<file path="src/rtl/wdg_pkg.sv">
package wdg_pkg;

  // command strobes sampled at each clock edge
  typedef struct packed {
    logic svc;
    logic dis;
    logic einit;
  } wdg_cmd_t;

  // number of clock edges from a load edge to the overflow edge
  function automatic int unsigned wdg_timeout(input int unsigned cnt_w,
                                              input int unsigned rld_w,
                                              input int unsigned presc,
                                              input int unsigned rld);
    return presc * ((1 << cnt_w) - rld * (1 << (cnt_w - rld_w)));
  endfunction

endpackage

</file>
<file path="src/rtl/wdg_presc.sv">
module wdg_presc #(
  parameter int unsigned PRESC = 2
) (
  input  logic clk_i,
  input  logic por_n_i,
  input  logic clr_i,
  input  logic run_i,
  output logic tick_o
);

  generate
    if (PRESC <= 1) begin : g_direct
      assign tick_o = run_i & ~clr_i;
    end else begin : g_div
      localparam int unsigned PRE_W = $clog2(PRESC);
      localparam logic [PRE_W-1:0] LAST = PRE_W'(PRESC - 1);

      logic [PRE_W-1:0] pre_q, pre_d;

      always_comb begin
        pre_d = pre_q;
        if (clr_i) begin
          pre_d = '0;
        end else if (run_i) begin
          pre_d = (pre_q == LAST) ? '0 : pre_q + 1'b1;
        end
      end

      always_ff @(posedge clk_i or negedge por_n_i) begin
        if (!por_n_i) begin
          pre_q <= '0;
        end else begin
          pre_q <= pre_d;
        end
      end

      assign tick_o = run_i & ~clr_i & (pre_q == LAST);
    end
  endgenerate

endmodule

</file>
<file path="src/rtl/wdg_count.sv">
module wdg_count #(
  parameter int unsigned CNT_W    = 16,
  parameter int unsigned RELOAD_W = 8
) (
  input  logic                clk_i,
  input  logic                por_n_i,
  input  logic                load_i,
  input  logic [RELOAD_W-1:0] reload_i,
  input  logic                tick_i,
  output logic                hit_o,
  output logic                ovf_o
);

  localparam int unsigned LOW_W = CNT_W - RELOAD_W;

  logic [CNT_W-1:0] cnt_q, cnt_d;
  logic [CNT_W-1:0] start_val;
  logic             ovf_q, ovf_d;

  generate
    if (LOW_W == 0) begin : g_full
      assign start_val = reload_i;
    end else begin : g_split
      assign start_val = {reload_i, {LOW_W{1'b0}}};
    end
  endgenerate

  assign hit_o = tick_i & (&cnt_q);

  always_comb begin
    cnt_d = cnt_q;
    if (load_i) begin
      cnt_d = start_val;
    end else if (tick_i) begin
      cnt_d = cnt_q + 1'b1;
    end
    ovf_d = hit_o & ~load_i;
  end

  always_ff @(posedge clk_i or negedge por_n_i) begin
    if (!por_n_i) begin
      cnt_q <= '0;
      ovf_q <= 1'b0;
    end else begin
      cnt_q <= cnt_d;
      ovf_q <= ovf_d;
    end
  end

  assign ovf_o = ovf_q;

endmodule

</file>
<file path="src/rtl/wdg_ctrl.sv">
module wdg_ctrl
  import wdg_pkg::*;
(
  input  logic     clk_i,
  input  logic     por_n_i,
  input  logic     sys_up_i,
  input  wdg_cmd_t cmd_i,
  input  logic     hit_i,
  output logic     load_o,
  output logic     run_o,
  output logic     cause_o
);

  logic win_q,   win_d;
  logic dis_q,   dis_d;
  logic halt_q,  halt_d;
  logic cause_q, cause_d;
  logic svc_ok;

  assign svc_ok = sys_up_i & cmd_i.svc;
  assign load_o = ~sys_up_i | svc_ok;
  assign run_o  = sys_up_i & ~dis_q & ~halt_q;

  always_comb begin
    win_d   = win_q;
    dis_d   = dis_q;
    halt_d  = halt_q;
    cause_d = cause_q;
    if (!sys_up_i) begin
      win_d  = 1'b1;
      dis_d  = 1'b0;
      halt_d = 1'b0;
    end else begin
      if (cmd_i.dis && win_q) begin
        dis_d = 1'b1;
      end
      if (cmd_i.svc || cmd_i.einit) begin
        win_d = 1'b0;
      end
      if (hit_i) begin
        halt_d = 1'b1;
      end
    end
    if (svc_ok) begin
      cause_d = 1'b0;
    end else if (hit_i) begin
      cause_d = 1'b1;
    end
  end

  always_ff @(posedge clk_i or negedge por_n_i) begin
    if (!por_n_i) begin
      win_q   <= 1'b1;
      dis_q   <= 1'b0;
      halt_q  <= 1'b0;
      cause_q <= 1'b0;
    end else begin
      win_q   <= win_d;
      dis_q   <= dis_d;
      halt_q  <= halt_d;
      cause_q <= cause_d;
    end
  end

  assign cause_o = cause_q;

endmodule

</file>
<file path="src/rtl/wdg_guard.sv">
module wdg_guard
  import wdg_pkg::*;
#(
  parameter int unsigned CNT_W    = 16,
  parameter int unsigned RELOAD_W = 8,
  parameter int unsigned PRESC    = 2
) (
  input  logic                clk_i,
  input  logic                por_n_i,
  input  logic                sys_rst_n_i,
  input  logic                svc_i,
  input  logic                dis_i,
  input  logic                einit_i,
  input  logic [RELOAD_W-1:0] reload_i,
  output logic                ovf_o,
  output logic                cause_o
);

  wdg_cmd_t cmd;
  logic     load, run, tick, hit;

  assign cmd.svc   = svc_i;
  assign cmd.dis   = dis_i;
  assign cmd.einit = einit_i;

  wdg_ctrl u_ctrl (
    .clk_i    (clk_i),
    .por_n_i  (por_n_i),
    .sys_up_i (sys_rst_n_i),
    .cmd_i    (cmd),
    .hit_i    (hit),
    .load_o   (load),
    .run_o    (run),
    .cause_o  (cause_o)
  );

  wdg_presc #(.PRESC(PRESC)) u_presc (
    .clk_i   (clk_i),
    .por_n_i (por_n_i),
    .clr_i   (load),
    .run_i   (run),
    .tick_o  (tick)
  );

  wdg_count #(.CNT_W(CNT_W), .RELOAD_W(RELOAD_W)) u_count (
    .clk_i    (clk_i),
    .por_n_i  (por_n_i),
    .load_i   (load),
    .reload_i (reload_i),
    .tick_i   (tick),
    .hit_o    (hit),
    .ovf_o    (ovf_o)
  );

endmodule

</file>
<file path="config.mk">
export PLATFORM = sky130hd
export DESIGN_NAME = wdg_guard
export DESIGN_NICKNAME = d
export VERILOG_FILES = /design/src/rtl/wdg_pkg.sv /design/src/rtl/wdg_presc.sv /design/src/rtl/wdg_count.sv /design/src/rtl/wdg_ctrl.sv /design/src/rtl/wdg_guard.sv
export SDC_FILE = /design/constraint.sdc
export NUM_CORES = 1
export LEC_CHECK = 0
export BUFFER_PORTS_ARGS = -buffer_cell sky130_fd_sc_hd__clkbuf_2
export CAP_MARGIN = 20
export CORE_ASPECT_RATIO = 1.4
export CORE_UTILIZATION = 55
export DETAILED_ROUTE_END_ITERATION = 6
export PLACE_DENSITY = 0.86
export SETUP_SLACK_MARGIN = 0.1
export SYNTH_ARGS = -nofsm -noshare
export SYNTH_HDL_FRONTEND = slang
export SYNTH_SLANG_ARGS = --single-unit
</file>
<file path="constraint.sdc">
create_clock -name clk_i -period 5.8 [get_ports clk_i]
set_input_delay 1.16 -clock clk_i [delete_from_list [all_inputs] [get_ports clk_i]]
set_output_delay 1.16 -clock clk_i [all_outputs]
set_load 0.03 [all_outputs]
</file>
==> report_table.html <==
<table>
<tr><th>Metric</th><th>Value</th></tr>
<tr><th colspan="2">Status</th></tr>
<tr><td>Run status</td><td>complete, no violations</td></tr>
<tr><th colspan="2">Die</th></tr>
<tr><td>Floorplan die width</td><td>39.7 um</td></tr>
<tr><td># rows</td><td>18</td></tr>
<tr><td>Initial Utilization</td><td>59.9%</td></tr>
<tr><td>Total I/O pin count</td><td>16</td></tr>
<tr><td>Die Area</td><td>2170 um^2</td></tr>
<tr><td>Die extent in y</td><td>54.7 um</td></tr>
<tr><td>Floorplan core area</td><td>1820 um^2</td></tr>
<tr><th colspan="2">Worst setup path</th></tr>
<tr><td>Arr. time, crit path</td><td>2.68 ns</td></tr>
<tr><td>Crit Reg-Reg Endpoint</td><td>u_count.cnt_q[15]</td></tr>
<tr><td>Critical-path cell with the highest stage delay</td><td>nor2b_1</td></tr>
<tr><td>Kind of launch point of the worst setup path</td><td>input pin</td></tr>
<tr><td>R2R Setup Slk</td><td>3.63 ns</td></tr>
<tr><td>Delay of the slowest critical-path stage</td><td>0.69 ns</td></tr>
<tr><td>Sequence of cells on the critical path</td><td>clkbuf_2, nor2b_1, and2_1, nor3b_1, o21a_1</td></tr>
<tr><td>R2R Path Start</td><td>u_ctrl.dis_q</td></tr>
<tr><td>Startpoint of the most critical setup path</td><td>sys_rst_n_i</td></tr>
<tr><td>Depth of the worst register-to-register path</td><td>4</td></tr>
<tr><td>Crit-path max FO</td><td>13</td></tr>
<tr><td>Worst setup EP type</td><td>flip-flop</td></tr>
<tr><td>Critical path type</td><td>in2reg</td></tr>
<tr><td>Data required time at the worst endpoint</td><td>6.05 ns</td></tr>
<tr><th colspan="2">Timing</th></tr>
<tr><td>Worst-case setup margin in the final layout</td><td>3.37 ns</td></tr>
<tr><td>Final Hold Fails</td><td>0</td></tr>
<tr><td>Post-route minimum period</td><td>2.43 ns</td></tr>
<tr><td>Post-route clock skew</td><td>0.00195 ns</td></tr>
<tr><td>Number of setup violations in the final report</td><td>0</td></tr>
<tr><td>Highest clock rate</td><td>411 MHz</td></tr>
<tr><td>Worst rel slew slack</td><td>44.4%</td></tr>
<tr><td>Worst Tran Pin Value</td><td>0.832 ns</td></tr>
<tr><td>RSZ-0062 raised after global routing</td><td>no</td></tr>
<tr><td>Total negative slack for setup checks</td><td>0 ns</td></tr>
<tr><td>Post-route fraction of the period consumed by the critical path</td><td>41.9%</td></tr>
<tr><td>Final number of max-transition violations</td><td>0</td></tr>
<tr><th colspan="2">CTS</th></tr>
<tr><td>Clock transition at the register clock pins on the worst setup and hold paths after CTS</td><td>0.12 ns</td></tr>
<tr><td>Maximum buffer depth of the clock tree</td><td>2</td></tr>
<tr><td>Root buffer cell</td><td>clkbuf_4</td></tr>
<tr><td>TritonCTS clock tree</td><td>built</td></tr>
<tr><td>CTS-repair resized insts</td><td>0</td></tr>
<tr><td>Number of CTS-inserted buffers</td><td>3</td></tr>
<tr><td>Post-CTS Repair Setup Buffers</td><td>0</td></tr>
<tr><td>H-tree levels</td><td>1</td></tr>
<tr><td>Clock sinks</td><td>22</td></tr>
<tr><td>Post-CTS Hold Fix Bufs</td><td>0</td></tr>
<tr><td>Clock latency reported for the late side of the worst-skew pair</td><td>0.30 ns</td></tr>
<tr><th colspan="2">Global route</th></tr>
<tr><td>Global-route congestion overflow total</td><td>0</td></tr>
<tr><td>Wire length of the first global-routing pass</td><td>3480 um</td></tr>
<tr><td>Maximum number of pins on one net before global-route repair</td><td>23</td></tr>
<tr><td>Antenna violations before repair</td><td>0</td></tr>
<tr><td>GRT Total Usage</td><td>23.3%</td></tr>
<tr><td>Number of global-route vias before repair</td><td>881</td></tr>
<tr><th colspan="2">Synth</th></tr>
<tr><td>Portion of the post-synthesis area used by sequential elements</td><td>50.5%</td></tr>
<tr><td>Count of different cell masters after synthesis</td><td>33</td></tr>
<tr><td>Summed instance area of the synthesized netlist</td><td>1090 um^2</td></tr>
<tr><td>Instance count of the mapped netlist</td><td>113</td></tr>
<tr><td>Total of warnings raised by yosys</td><td>0</td></tr>
<tr><td>Synth Net Count</td><td>128</td></tr>
<tr><td>Number of synthesized register bits</td><td>22</td></tr>
<tr><td>Per-instance average area after synthesis</td><td>9.67 um^2</td></tr>
<tr><th colspan="2">Drt</th></tr>
<tr><td>Aggregate routed wire length</td><td>2120 um</td></tr>
<tr><td>Initial DRC Count</td><td>12</td></tr>
<tr><td>First drt pass iteration count</td><td>4</td></tr>
<tr><td>Routed via count divided by cell count</td><td>6.04</td></tr>
<tr><td>Total via count after detailed routing</td><td>900</td></tr>
<tr><td>Number of remaining DRC errors</td><td>0</td></tr>
<tr><td>Post-detailed-route wirelength per cell</td><td>14.2 um</td></tr>
<tr><td>Number of nets with antenna violations after detailed routing</td><td>0</td></tr>
<tr><th colspan="2">Worst hold path</th></tr>
<tr><td>Destination of the worst hold path</td><td>u_ctrl.win_q</td></tr>
<tr><td>HP Class</td><td>reg2reg</td></tr>
<tr><td>Beginning of the worst hold path</td><td>u_ctrl.win_q</td></tr>
<tr><td>Number of cells traversed by the worst hold path</td><td>2</td></tr>
<tr><th colspan="2">Layout</th></tr>
<tr><td>N_diodes</td><td>0</td></tr>
<tr><td>Post-Route Utilization</td><td>66.7%</td></tr>
<tr><td>Share of post-route cells with drive strength above 1</td><td>17.1%</td></tr>
<tr><td>Final Net Count</td><td>145</td></tr>
<tr><td>Area added between synthesis and finish</td><td>11.3%</td></tr>
<tr><th colspan="2">Place</th></tr>
<tr><td>Post-DP HPWL</td><td>1530 um</td></tr>
<tr><td>Number of buffer cells added on primary ports</td><td>15</td></tr>
<tr><td>Worst setup slack before clock tree synthesis</td><td>3.06 ns</td></tr>
<tr><td>Gpl congestion</td><td>0.723</td></tr>
<tr><th colspan="2">Flow run</th></tr>
<tr><td>Max Cap Violations</td><td>0</td></tr>
<tr><th colspan="2">Pwr</th></tr>
<tr><td>Power per cell area</td><td>229 nW/um^2</td></tr>
<tr><td>Peak supply drop</td><td>185 uV</td></tr>
<tr><td>Lkg Pwr</td><td>0.524 nW</td></tr>
</table>
## report_power, final
part           switching, mW  internal, mW
Clock                 0.0460        0.0383
Combinational         0.0155        0.0118
Sequential           0.00659         0.160
Total                 0.0681         0.210
## cell usage in the layout (no fill, tap or decap)
cell,synthesis,routed
dfrtp_1,21,21
clkbuf_2,1,15
nor2_1,11,11
nand2_1,9,9
o21ai_0,7,7
or3_1,6,6
nand3_1,5,5
xnor2_1,5,5
a21oi_1,5,5
a31oi_1,5,5
nand4_1,4,4
nor3_1,3,3
or4_1,3,3
inv_1,3,3
clkbuf_4,0,3
and2_1,2,2
nor2b_1,2,2
nor3b_1,2,2
xor2_1,2,2
o31ai_1,2,2
and4bb_2,1,1
and3_1,1,1
and4_1,1,1
nand2b_1,1,1
or3b_4,1,1
nand4b_1,1,1
mux2i_1,1,1
a211o_1,1,1
a2bb2oi_1,1,1
a22oi_1,1,1
o21a_1,1,1
ha_1,1,1
clkbuf_8,0,1
dfstp_2,1,1
## registers in the layout (all words and copies together) (netlist names)
register             count
u_count.ovf_o            1
u_ctrl.halt_q            1
u_ctrl.cause_o           1
u_ctrl.win_q             1
u_ctrl.dis_q             1
u_count.cnt_q           16
u_presc.g_div.pre_q      1
## per-stage QoR
| step | hold WS (ns) | total power, mW | cell area, um^2 | instances |
|---|---|---|---|---|
| after CTS | 0.496 | 0.279 | 1220 | 149 |
| after floorplan | 0.454 | 0.185 | 1090 | 113 |
| after global routing | 0.526 | 0.291 | 1220 | 149 |
| final | 0.493 | 0.278 | 1220 | 149 |
| after global placement | 0.473 | 0.195 | 1180 | 145 |
| after detailed placement | 0.479 | 0.197 | 1180 | 145 |
## worst max-delay path, delay by kind of cell
kind	cells	cell delay [ns]
simple gates	3	1.23
compound gates	1	0.15
buf+inv	1	0.14
## layout make-up
class / instances / area (um^2)
Fill cell: 141 / 608
Sequential cell: 22 / 552
Multi-Input combinational cell: 85 / 517
Timing Repair Buffer: 15 / 75.1
Clock buffer: 4 / 36.3
Tap cell: 20 / 25.0
Inverter: 3 / 11.3
## Yosys cell counts, drive strengths merged
cell type | n | area, um^2
dfstp | 1 | 26.3
a22oi | 1 | 7.51
dfrtp | 21 | 526
or3 | 6 | 37.5
or4 | 3 | 22.5
nand2b | 1 | 6.26
a211o | 1 | 8.76
nand4b | 1 | 8.76
xnor2 | 5 | 43.8
o31ai | 2 | 15.0
o21a | 1 | 7.51
nand4 | 4 | 25.0
clkbuf | 3 | 12.5
nand2 | 9 | 33.8
and2 | 2 | 12.5
nand3 | 5 | 25.0
a31oi | 5 | 31.3
nor3 | 3 | 15.0
and3 | 1 | 6.26
ha | 1 | 12.5
nor3b | 2 | 15.0
a2bb2oi | 1 | 8.76
or3b | 1 | 11.3
inv | 3 | 11.3
xor2 | 2 | 17.5
and4bb | 1 | 12.5
a21oi | 5 | 25.0
o21ai | 7 | 35.0
mux2i | 1 | 10.0
nor2b | 2 | 12.5
and4 | 1 | 8.76
nor2 | 11 | 41.3
## worst max-delay path by stage
stage | end | cells past startpoint | slack [ns]
after global routing | u_ctrl.halt_q | 5 | 3.25
after global placement | u_ctrl.halt_q | 5 | 3.18
after detailed placement | u_ctrl.halt_q | 5 | 3.06
after CTS | u_ctrl.halt_q | 5 | 3.37
final | u_ctrl.halt_q | 5 | 3.37
after floorplan | u_count.cnt_q[15] | 5 | 3.81
## routing by layer
metal	vias to the layer above	part of all wire, %	track usage, %
li1	446	-	-
met1	433	45	26.5
met2	15	50	41.8
met3	6	2.1	2.85
met4	0	2.3	10.3
met5	-	0	0
## cell families after synthesis
kind of cell / Yosys count / share of synthesized area (%)
compound gates: 23 / 12.7
xor+xnor: 7 / 5.61
fa+ha+maj: 1 / 1.15
buf+inv: 6 / 2.18
flops: 22 / 50.5
mux: 1 / 0.916
simple gates: 53 / 26.9
No activity file was read; power rests on OpenSTA's default activity.
